<file path="src/rtl/rxf_pkg.sv">
package rxf_pkg;
  localparam int unsigned ST0_FULL = 0;
  localparam int unsigned ST0_DONE = 1;
  localparam int unsigned ST0_IDLE = 2;
  localparam int unsigned ST0_OVF  = 3;
  localparam int unsigned ST0_PAR  = 4;
  localparam int unsigned ST0_FRM  = 5;
  localparam int unsigned ST1_BRK  = 0;

  typedef enum logic [2:0] {
    RA_STAT0 = 3'd0,
    RA_STAT1 = 3'd1,
    RA_MASK0 = 3'd2,
    RA_MASK1 = 3'd3,
    RA_COUNT = 3'd4,
    RA_STATE = 3'd5,
    RA_CMD   = 3'd6
  } reg_addr_e;

  typedef struct packed {
    logic rx_reset;
    logic force_rd;
    logic release_blk;
  } rx_cmd_t;
endpackage

</file>
<file path="src/rtl/rxf_mem.sv">
module rxf_mem #(
  parameter int unsigned DEPTH = 32,
  parameter int unsigned DW    = 8,
  localparam int unsigned PW   = $clog2(DEPTH)
) (
  input  logic          clk,
  input  logic          we,
  input  logic [PW-1:0] waddr,
  input  logic [DW-1:0] wdata,
  input  logic [PW-1:0] raddr,
  output logic [DW-1:0] rdata
);
  logic [DW-1:0] store [DEPTH];

  always_ff @(posedge clk) begin
    if (we) store[waddr] <= wdata;
    rdata <= store[raddr];
  end
endmodule

</file>
<file path="src/rtl/rxf_cmd.sv">
module rxf_cmd
  import rxf_pkg::*;
#(
  parameter int unsigned CMD_LAT = 2
) (
  input  logic    clk,
  input  logic    rst,
  input  logic    cmd_wr,
  input  rx_cmd_t cmd_in,
  output logic    busy,
  output logic    do_rst,
  output logic    do_frc,
  output logic    do_rel
);
  localparam int unsigned BW = $clog2(CMD_LAT + 1);

  logic [BW-1:0] busy_cnt;
  rx_cmd_t       cmd_q;
  logic          exec;

  always_ff @(posedge clk) begin
    if (rst) begin
      busy_cnt <= '0;
      cmd_q    <= '0;
    end else if (cmd_wr && busy_cnt == '0) begin
      busy_cnt <= BW'(CMD_LAT);
      cmd_q    <= cmd_in;
    end else if (busy_cnt != '0) begin
      busy_cnt <= busy_cnt - BW'(1);
    end
  end

  assign busy   = (busy_cnt != '0);
  assign exec   = (busy_cnt == BW'(1));
  assign do_rst = exec && cmd_q.rx_reset;
  assign do_frc = exec && !cmd_q.rx_reset && cmd_q.force_rd;
  assign do_rel = exec && !cmd_q.rx_reset && !cmd_q.force_rd && cmd_q.release_blk;

  // a write while busy leaves the held command untouched
  a_r8_busy_ignores: assert property (@(posedge clk) disable iff (rst)
    busy && cmd_wr |=> $stable(cmd_q));
  // at most one command action per cycle
  a_r8_one_action: assert property (@(posedge clk) disable iff (rst)
    $onehot0({do_rst, do_frc, do_rel}));
endmodule

</file>
<file path="src/rtl/rxf_ctrl.sv">
module rxf_ctrl #(
  parameter int unsigned DEPTH    = 32,
  parameter int unsigned IDLE_LIM = 16,
  localparam int unsigned PW      = $clog2(DEPTH),
  localparam int unsigned CW      = PW + 1,
  localparam int unsigned IW      = $clog2(IDLE_LIM)
) (
  input  logic          clk,
  input  logic          rst,
  input  logic          rx_valid,
  input  logic          rx_perr,
  input  logic          rx_ferr,
  input  logic          rx_brk,
  input  logic          do_rst,
  input  logic          do_frc,
  input  logic          do_rel,
  output logic          wr_en,
  output logic [PW-1:0] wptr,
  output logic [PW-1:0] head,
  output logic          pending,
  output logic [CW-1:0] blen,
  output logic          ev_full,
  output logic          ev_done,
  output logic          ev_idle,
  output logic          ev_ovf,
  output logic          ev_par,
  output logic          ev_frm,
  output logic          ev_brk
);
  logic [CW-1:0] count;
  logic [CW-1:0] rel_amt;
  logic [CW-1:0] used;
  logic [IW-1:0] idle_cnt;
  logic          fired;
  logic          idle_run;

  assign rel_amt = (do_rel && pending) ? blen : '0;
  assign used    = count - rel_amt;
  assign wr_en   = rx_valid && !do_rst && (used != CW'(DEPTH));
  assign ev_ovf  = rx_valid && !do_rst && (used == CW'(DEPTH));
  assign ev_par  = wr_en && rx_perr;
  assign ev_frm  = wr_en && rx_ferr;
  assign ev_brk  = wr_en && rx_brk;
  assign ev_full = !pending && (count == CW'(DEPTH)) && !do_rst;
  assign ev_done = !pending && (count != CW'(DEPTH)) && do_frc;

  // storage pointers
  always_ff @(posedge clk) begin
    if (rst || do_rst) begin
      count <= '0;
      head  <= '0;
      wptr  <= '0;
    end else begin
      count <= used + CW'(wr_en);
      head  <= head + rel_amt[PW-1:0];
      wptr  <= wptr + PW'(wr_en);
    end
  end

  // block held for the host
  always_ff @(posedge clk) begin
    if (rst || do_rst) begin
      pending <= 1'b0;
      blen    <= '0;
    end else if (do_rel && pending) begin
      pending <= 1'b0;
      blen    <= '0;
    end else if (ev_full) begin
      pending <= 1'b1;
      blen    <= CW'(DEPTH);
    end else if (ev_done) begin
      pending <= 1'b1;
      blen    <= count;
    end
  end

  // idle timeout
  assign idle_run = (count != '0) && !pending && !fired;
  assign ev_idle  = !do_rst && !rx_valid && idle_run && (idle_cnt == IW'(IDLE_LIM - 1));

  always_ff @(posedge clk) begin
    if (rst || do_rst || rx_valid) begin
      idle_cnt <= '0;
      fired    <= 1'b0;
    end else if (ev_idle) begin
      idle_cnt <= '0;
      fired    <= 1'b1;
    end else if (idle_run) begin
      idle_cnt <= idle_cnt + IW'(1);
    end else begin
      idle_cnt <= '0;
    end
  end

  a_r4_count_bound: assert property (@(posedge clk) disable iff (rst)
    count <= CW'(DEPTH));
  a_r4_drop_keeps_ptr: assert property (@(posedge clk) disable iff (rst)
    rx_valid && !wr_en && !do_rst |=> wptr == $past(wptr));
  a_r3_full_block: assert property (@(posedge clk) disable iff (rst)
    !pending && count == CW'(DEPTH) && !do_rst |=> pending && blen == CW'(DEPTH));
  a_r9_reset_empties: assert property (@(posedge clk) disable iff (rst)
    do_rst |=> count == '0 && !pending);
  a_r5_single_idle: assert property (@(posedge clk) disable iff (rst)
    ev_idle |=> !ev_idle);
endmodule

</file>
<file path="src/rtl/rxf_stat.sv">
module rxf_stat #(
  parameter int unsigned RW = 8
) (
  input  logic               clk,
  input  logic               rst,
  input  logic [1:0][RW-1:0] ev,
  input  logic [1:0]         clr,
  input  logic [1:0]         mwr,
  input  logic [RW-1:0]      wdata,
  output logic [1:0][RW-1:0] stat,
  output logic [1:0][RW-1:0] mask,
  output logic               irq
);
  for (genvar b = 0; b < 2; b++) begin : g_bank
    always_ff @(posedge clk) begin
      if (rst) begin
        stat[b] <= '0;
        mask[b] <= '0;
      end else begin
        stat[b] <= (clr[b] ? '0 : stat[b]) | ev[b];
        if (mwr[b]) mask[b] <= wdata;
      end
    end

    // an event is never lost to a read on the same edge
    a_r11_event_kept: assert property (@(posedge clk) disable iff (rst)
      ev[b] != '0 |=> (stat[b] & $past(ev[b])) == $past(ev[b]));
  end

  always_ff @(posedge clk) begin
    if (rst) irq <= 1'b0;
    else     irq <= (|(stat[0] & ~mask[0])) || (|(stat[1] & ~mask[1]));
  end

  a_r12_quiet_when_masked: assert property (@(posedge clk) disable iff (rst)
    ((stat[0] & ~mask[0]) == '0) && ((stat[1] & ~mask[1]) == '0) |=> !irq);
endmodule

</file>
<file path="src/rtl/rx_fifo_ctrl.sv">
module rx_fifo_ctrl
  import rxf_pkg::*;
#(
  parameter int unsigned DEPTH    = 32,
  parameter int unsigned DW       = 8,
  parameter int unsigned AW       = 6,
  parameter int unsigned IDLE_LIM = 16,
  parameter int unsigned CMD_LAT  = 2
) (
  input  logic          clk,
  input  logic          rst,
  input  logic          rx_valid,
  input  logic [DW-1:0] rx_data,
  input  logic          rx_perr,
  input  logic          rx_ferr,
  input  logic          rx_brk,
  input  logic          reg_wr,
  input  logic          reg_rd,
  input  logic [AW-1:0] reg_addr,
  input  logic [7:0]    reg_wdata,
  output logic [7:0]    reg_rdata,
  output logic          irq
);
  localparam int unsigned PW = $clog2(DEPTH);
  localparam int unsigned CW = PW + 1;
  localparam int unsigned RW = 8;

  logic          busy, do_rst, do_frc, do_rel, cmd_wr;
  logic          wr_en, pending, is_win;
  logic [PW-1:0] wptr, head, raddr;
  logic [CW-1:0] blen;
  logic          ev_full, ev_done, ev_idle, ev_ovf, ev_par, ev_frm, ev_brk;
  logic [1:0][RW-1:0] ev, stat, mask;
  logic [1:0]    clr, mwr;
  logic [DW-1:0] mem_rd;
  logic [RW-1:0] reg_val, rd_q;
  logic          win_q;

  assign is_win = reg_addr[AW-1];
  assign cmd_wr = reg_wr && (reg_addr == AW'(RA_CMD));
  assign clr    = {reg_rd && (reg_addr == AW'(RA_STAT1)), reg_rd && (reg_addr == AW'(RA_STAT0))};
  assign mwr    = {reg_wr && (reg_addr == AW'(RA_MASK1)), reg_wr && (reg_addr == AW'(RA_MASK0))};
  assign raddr  = head + reg_addr[PW-1:0];

  rxf_cmd #(.CMD_LAT(CMD_LAT)) u_cmd (
    .clk(clk), .rst(rst), .cmd_wr(cmd_wr), .cmd_in(rx_cmd_t'(reg_wdata[2:0])),
    .busy(busy), .do_rst(do_rst), .do_frc(do_frc), .do_rel(do_rel)
  );

  rxf_ctrl #(.DEPTH(DEPTH), .IDLE_LIM(IDLE_LIM)) u_ctrl (
    .clk(clk), .rst(rst), .rx_valid(rx_valid), .rx_perr(rx_perr), .rx_ferr(rx_ferr),
    .rx_brk(rx_brk), .do_rst(do_rst), .do_frc(do_frc), .do_rel(do_rel),
    .wr_en(wr_en), .wptr(wptr), .head(head), .pending(pending), .blen(blen),
    .ev_full(ev_full), .ev_done(ev_done), .ev_idle(ev_idle), .ev_ovf(ev_ovf),
    .ev_par(ev_par), .ev_frm(ev_frm), .ev_brk(ev_brk)
  );

  rxf_mem #(.DEPTH(DEPTH), .DW(DW)) u_mem (
    .clk(clk), .we(wr_en), .waddr(wptr), .wdata(rx_data), .raddr(raddr), .rdata(mem_rd)
  );

  always_comb begin
    ev = '0;
    ev[0][ST0_FULL] = ev_full;
    ev[0][ST0_DONE] = ev_done;
    ev[0][ST0_IDLE] = ev_idle;
    ev[0][ST0_OVF]  = ev_ovf;
    ev[0][ST0_PAR]  = ev_par;
    ev[0][ST0_FRM]  = ev_frm;
    ev[1][ST1_BRK]  = ev_brk;
  end

  rxf_stat #(.RW(RW)) u_stat (
    .clk(clk), .rst(rst), .ev(ev), .clr(clr), .mwr(mwr), .wdata(reg_wdata),
    .stat(stat), .mask(mask), .irq(irq)
  );

  always_comb begin
    reg_val = '0;
    if      (reg_addr == AW'(RA_STAT0)) reg_val = stat[0];
    else if (reg_addr == AW'(RA_STAT1)) reg_val = stat[1];
    else if (reg_addr == AW'(RA_MASK0)) reg_val = mask[0];
    else if (reg_addr == AW'(RA_MASK1)) reg_val = mask[1];
    else if (reg_addr == AW'(RA_COUNT)) reg_val = RW'(blen[PW-1:0]);
    else if (reg_addr == AW'(RA_STATE)) reg_val = RW'({pending, busy});
  end

  always_ff @(posedge clk) begin
    if (rst) begin
      rd_q  <= '0;
      win_q <= 1'b0;
    end else begin
      win_q <= reg_rd && is_win;
      if (reg_rd) rd_q <= reg_val;
    end
  end

  assign reg_rdata = win_q ? RW'(mem_rd) : rd_q;

  // a release with a held block always clears the held state
  a_r7_release_frees: assert property (@(posedge clk) disable iff (rst)
    do_rel && pending |=> !pending);
endmodule

</file>
<file path="config.mk">
export PLATFORM = sky130hd
export DESIGN_NAME = rx_fifo_ctrl
export DESIGN_NICKNAME = d
export VERILOG_FILES = /design/src/rtl/rxf_pkg.sv /design/src/rtl/rxf_mem.sv /design/src/rtl/rxf_cmd.sv /design/src/rtl/rxf_ctrl.sv /design/src/rtl/rxf_stat.sv /design/src/rtl/rx_fifo_ctrl.sv
export SDC_FILE = /design/constraint.sdc
export NUM_CORES = 1
export LEC_CHECK = 0
export CORE_ASPECT_RATIO = 1.5
export CORE_UTILIZATION = 55
export DETAILED_ROUTE_END_ITERATION = 10
export GPL_ROUTABILITY_DRIVEN = 0
export PLACE_DENSITY = 0.76
export SLEW_MARGIN = 0
export SYNTH_ARGS = -nofsm -noshare
export SYNTH_HDL_FRONTEND = slang
export SYNTH_HIERARCHICAL = 1
export SYNTH_SLANG_ARGS = --single-unit
</file>
<file path="constraint.sdc">
create_clock -name clk -period 5.55 [get_ports clk]
set_clock_uncertainty 0.2 [all_clocks]
set_input_delay 1.11 -clock clk [delete_from_list [all_inputs] [get_ports clk]]
set_output_delay 1.11 -clock clk [all_outputs]
set_load 0.005 [all_outputs]
</file>
==> flow_summary.json <==
{
  "track_usage_pct": 24.4,
  "tns_ns": 0,
  "tightestPinTransition_ns": 1.16,
  "cts_resized": 0,
  "synthCells": 844,
  "post-synth-top-area-cell": "edfxtp_1",
  "cts_sinks": 339,
  "synth.top_cell.area_share_pct": 55.1,
  "critPathKind": "flip-flop to flip-flop",
  "wirelength_um": 30500,
  "fin_crit_sh_pct": 91.8,
  "fin_crit_ns": 5.10,
  "fillCellCount": 1723,
  "core-area_mm2": 0.0250,
  "ant_nets": 0,
  "yosys_warnings": 6,
  "areaGrowthSynthToFinish_pct": 13.3,
  "cts.path.max_buffers": 3,
  "cp_data_arrival_time_ns": 5.08,
  "final_util_pct": 63.3,
  "rows": 71,
  "boundaryPins": 39,
  "cp-end-kind": "flip-flop",
  "cts_setup_buffers": 0,
  "clkLatencyLatePin_ns": 0.56,
  "cts.clk_slew.worst_paths_ns": 0.06,
  "h-tree-depth": 1,
  "hold_viol": 0,
  "cts-root-buf": "clkbuf_16",
  "post-route-drc-count": 0,
  "nNetsFinal": 955,
  "fin_cells": 1256,
  "drive_gt1_share_pct": 20.5,
  "initial_core_util_pct": 55.9,
  "status": "finished clean",
  "startpoint_type": "flip-flop",
  "synth_common_cells": "edfxtp_1, nor2_1, dfxtp_1, mux4_2, a21oi_1",
  "ys_ff_latch": 339,
  "drt_iter0_drc": 677,
  "rsz0062_at_grt": "false",
  "synthDistinctLibCells": 62,
  "p_per_area_mw_per_mm2": 362,
  "post-place-cells": 1199,
  "die_w_um": 132,
  "portBuffers": 38,
  "wl_per_cell_um": 24.3,
  "synthesis.area_mm2": 0.0139,
  "via_count": 7553,
  "slew_viol_final": 0,
  "antenna_found_initial": 0,
  "avgSynthCellArea_um2": 16.5,
  "cts_buffers": 31,
  "fmax_ghz": 0.196,
  "synthFlopType": "edfxtp_1",
  "peakVddDrop_uv": 255,
  "num_antenna_cells": 0,
  "hp-class": "flip-flop to flip-flop",
  "drv_cap": 0,
  "grt_max_degree": 65,
  "synth_edf_count": 256,
  "ys_async_sr_fraction_pct": 0,
  "dieArea_mm2": 0.0260,
  "holdBufCountCts": 0,
  "grt_pass1_wl_um": 47000,
  "slew-limit-headroom_pct": 22.5,
  "cp_max_fo": 8,
  "holdWs_ns": 0.243,
  "crit_required_ns": 5.54,
  "first_pass_iters": 5,
  "detail_route.vias_per_cell": 6.01,
  "leakagePower_nw": 5.27,
  "setup_viol": 0,
  "grt_overflow": 0,
  "yosysMostFrequentCell": "edfxtp_1",
  "grt_pass1_vias": 7825,
  "synth_area_leaders": "edfxtp_1, mux4_2, dfxtp_1, nor2_1, mux2i_1",
  "hpwl_um": 20400,
  "synth-seq-area-share_pct": 67.0,
  "die_y_um": 197,
  "cts_tree": "built"
}
path summary, 6_finish.rpt:
check | start | end | slack, ns | cells past startpoint
setup reg to reg | u_cmd/busy_cnt[1]$_SDFFE_PP0P_ | u_mem/store[13][5]$_DFFE_PP_ | 0.45 | 12
setup / recovery | u_cmd/busy_cnt[1]$_SDFFE_PP0P_ | u_mem/store[13][5]$_DFFE_PP_ | 0.45 | 12
hold / removal | u_ctrl/idle_cnt[0]$_SDFF_PP0_ | u_ctrl/idle_cnt[0]$_SDFF_PP0_ | 0.24 | 1
hold reg to reg | u_ctrl/idle_cnt[0]$_SDFF_PP0_ | u_ctrl/idle_cnt[0]$_SDFF_PP0_ | 0.24 | 1
layout by cell type (no fill, tap or decap), types with 18 or more instances in the layout:
| cell type | instances |
|---|---|
| dfxtp_1 | 83 |
| inv_1 | 27 |
| nand2b_1 | 18 |
| mux2i_1 | 29 |
| a21oi_1 | 36 |
| nor2_1 | 97 |
| clkbuf_16 | 31 |
| edfxtp_1 | 256 |
| mux4_2 | 83 |
| clkdlybuf4s50_1 | 38 |
area by class of cell:
class | instances | area (um2) | share of cell area, %
clock inverter | 21 | 216 | 1.37
tap | 328 | 410 | 2.60
inverter | 27 | 101 | 0.641
clock buffer | 36 | 815 | 5.15
timing repair buffer | 56 | 541 | 3.42
sequential | 339 | 9350 | 59.1
multi-input combinational | 449 | 4380 | 27.7
worst max-delay path, stage by stage (launching register included):
cell and delay (ns):
dfxtp_1 0.35, nand2b_2 0.22, nor4b_2 0.30, and2_1 0.27, nand2_1 0.18, fa_1 0.46, a21o_1 0.17, a21oi_1 0.17
xnor2_1 0.22, nor4_1 0.17, a21boi_0 0.64, nand3b_1 0.58, nor2_1 0.80
state kept, by name, summed over array words and instances (netlist names), 5 cells and up:
name,flops
u_ctrl/blen,6
u_stat/stat,16
rd_q,8
u_ctrl/head,5
u_ctrl/wptr,5
u_mem/rdata,8
u_stat/mask,16
u_ctrl/count,6
u_mem/store,256
report_power, final:
group	internal, mW	switching (mW)
clock network	1.21	0.935
logic	0.280	0.381
registers	2.84	0.0807
cells by family (layout without fill, tap and decap cells):
logic type / Yosys count / after routing / synth area share [%]
and+or+nand+nor: 194 / 194 / 7.23
adders and majority gates: 21 / 21 / 2.05
DFF: 339 / 339 / 67.0
other: 1 / 9 / 0.0269
AOI/OAI and AO/OA: 77 / 77 / 3.46
buffers and inverters: 64 / 140 / 2.13
muxes: 129 / 129 / 16.9
xor gates and xnor gates: 19 / 19 / 1.19
per-layer routing:
| metal | vias up | wire length [um] | GRT usage (%) |
|---|---|---|---|
| li1 | 3362 | - | - |
| met3 | 65 | 1500 | 3.03 |
| met5 | - | 0 | 0 |
| met4 | 0 | 1070 | 9.30 |
| met2 | 283 | 16300 | 44.4 |
| met1 | 3843 | 11700 | 29.6 |
metrics by stage:
step           setup slack, ns  power, mW  cell area (um2)
2_1_floorplan             1.16       3.38            14000
3_3_place_gp             0.810       3.61            14800
3_5_place_dp             0.625       3.62            14800
4_1_cts                  0.587       5.75            15800
5_1_grt                  0.154       5.91            15800
6_report                 0.454       5.72            15800
(Power assumes the default switching activity.)
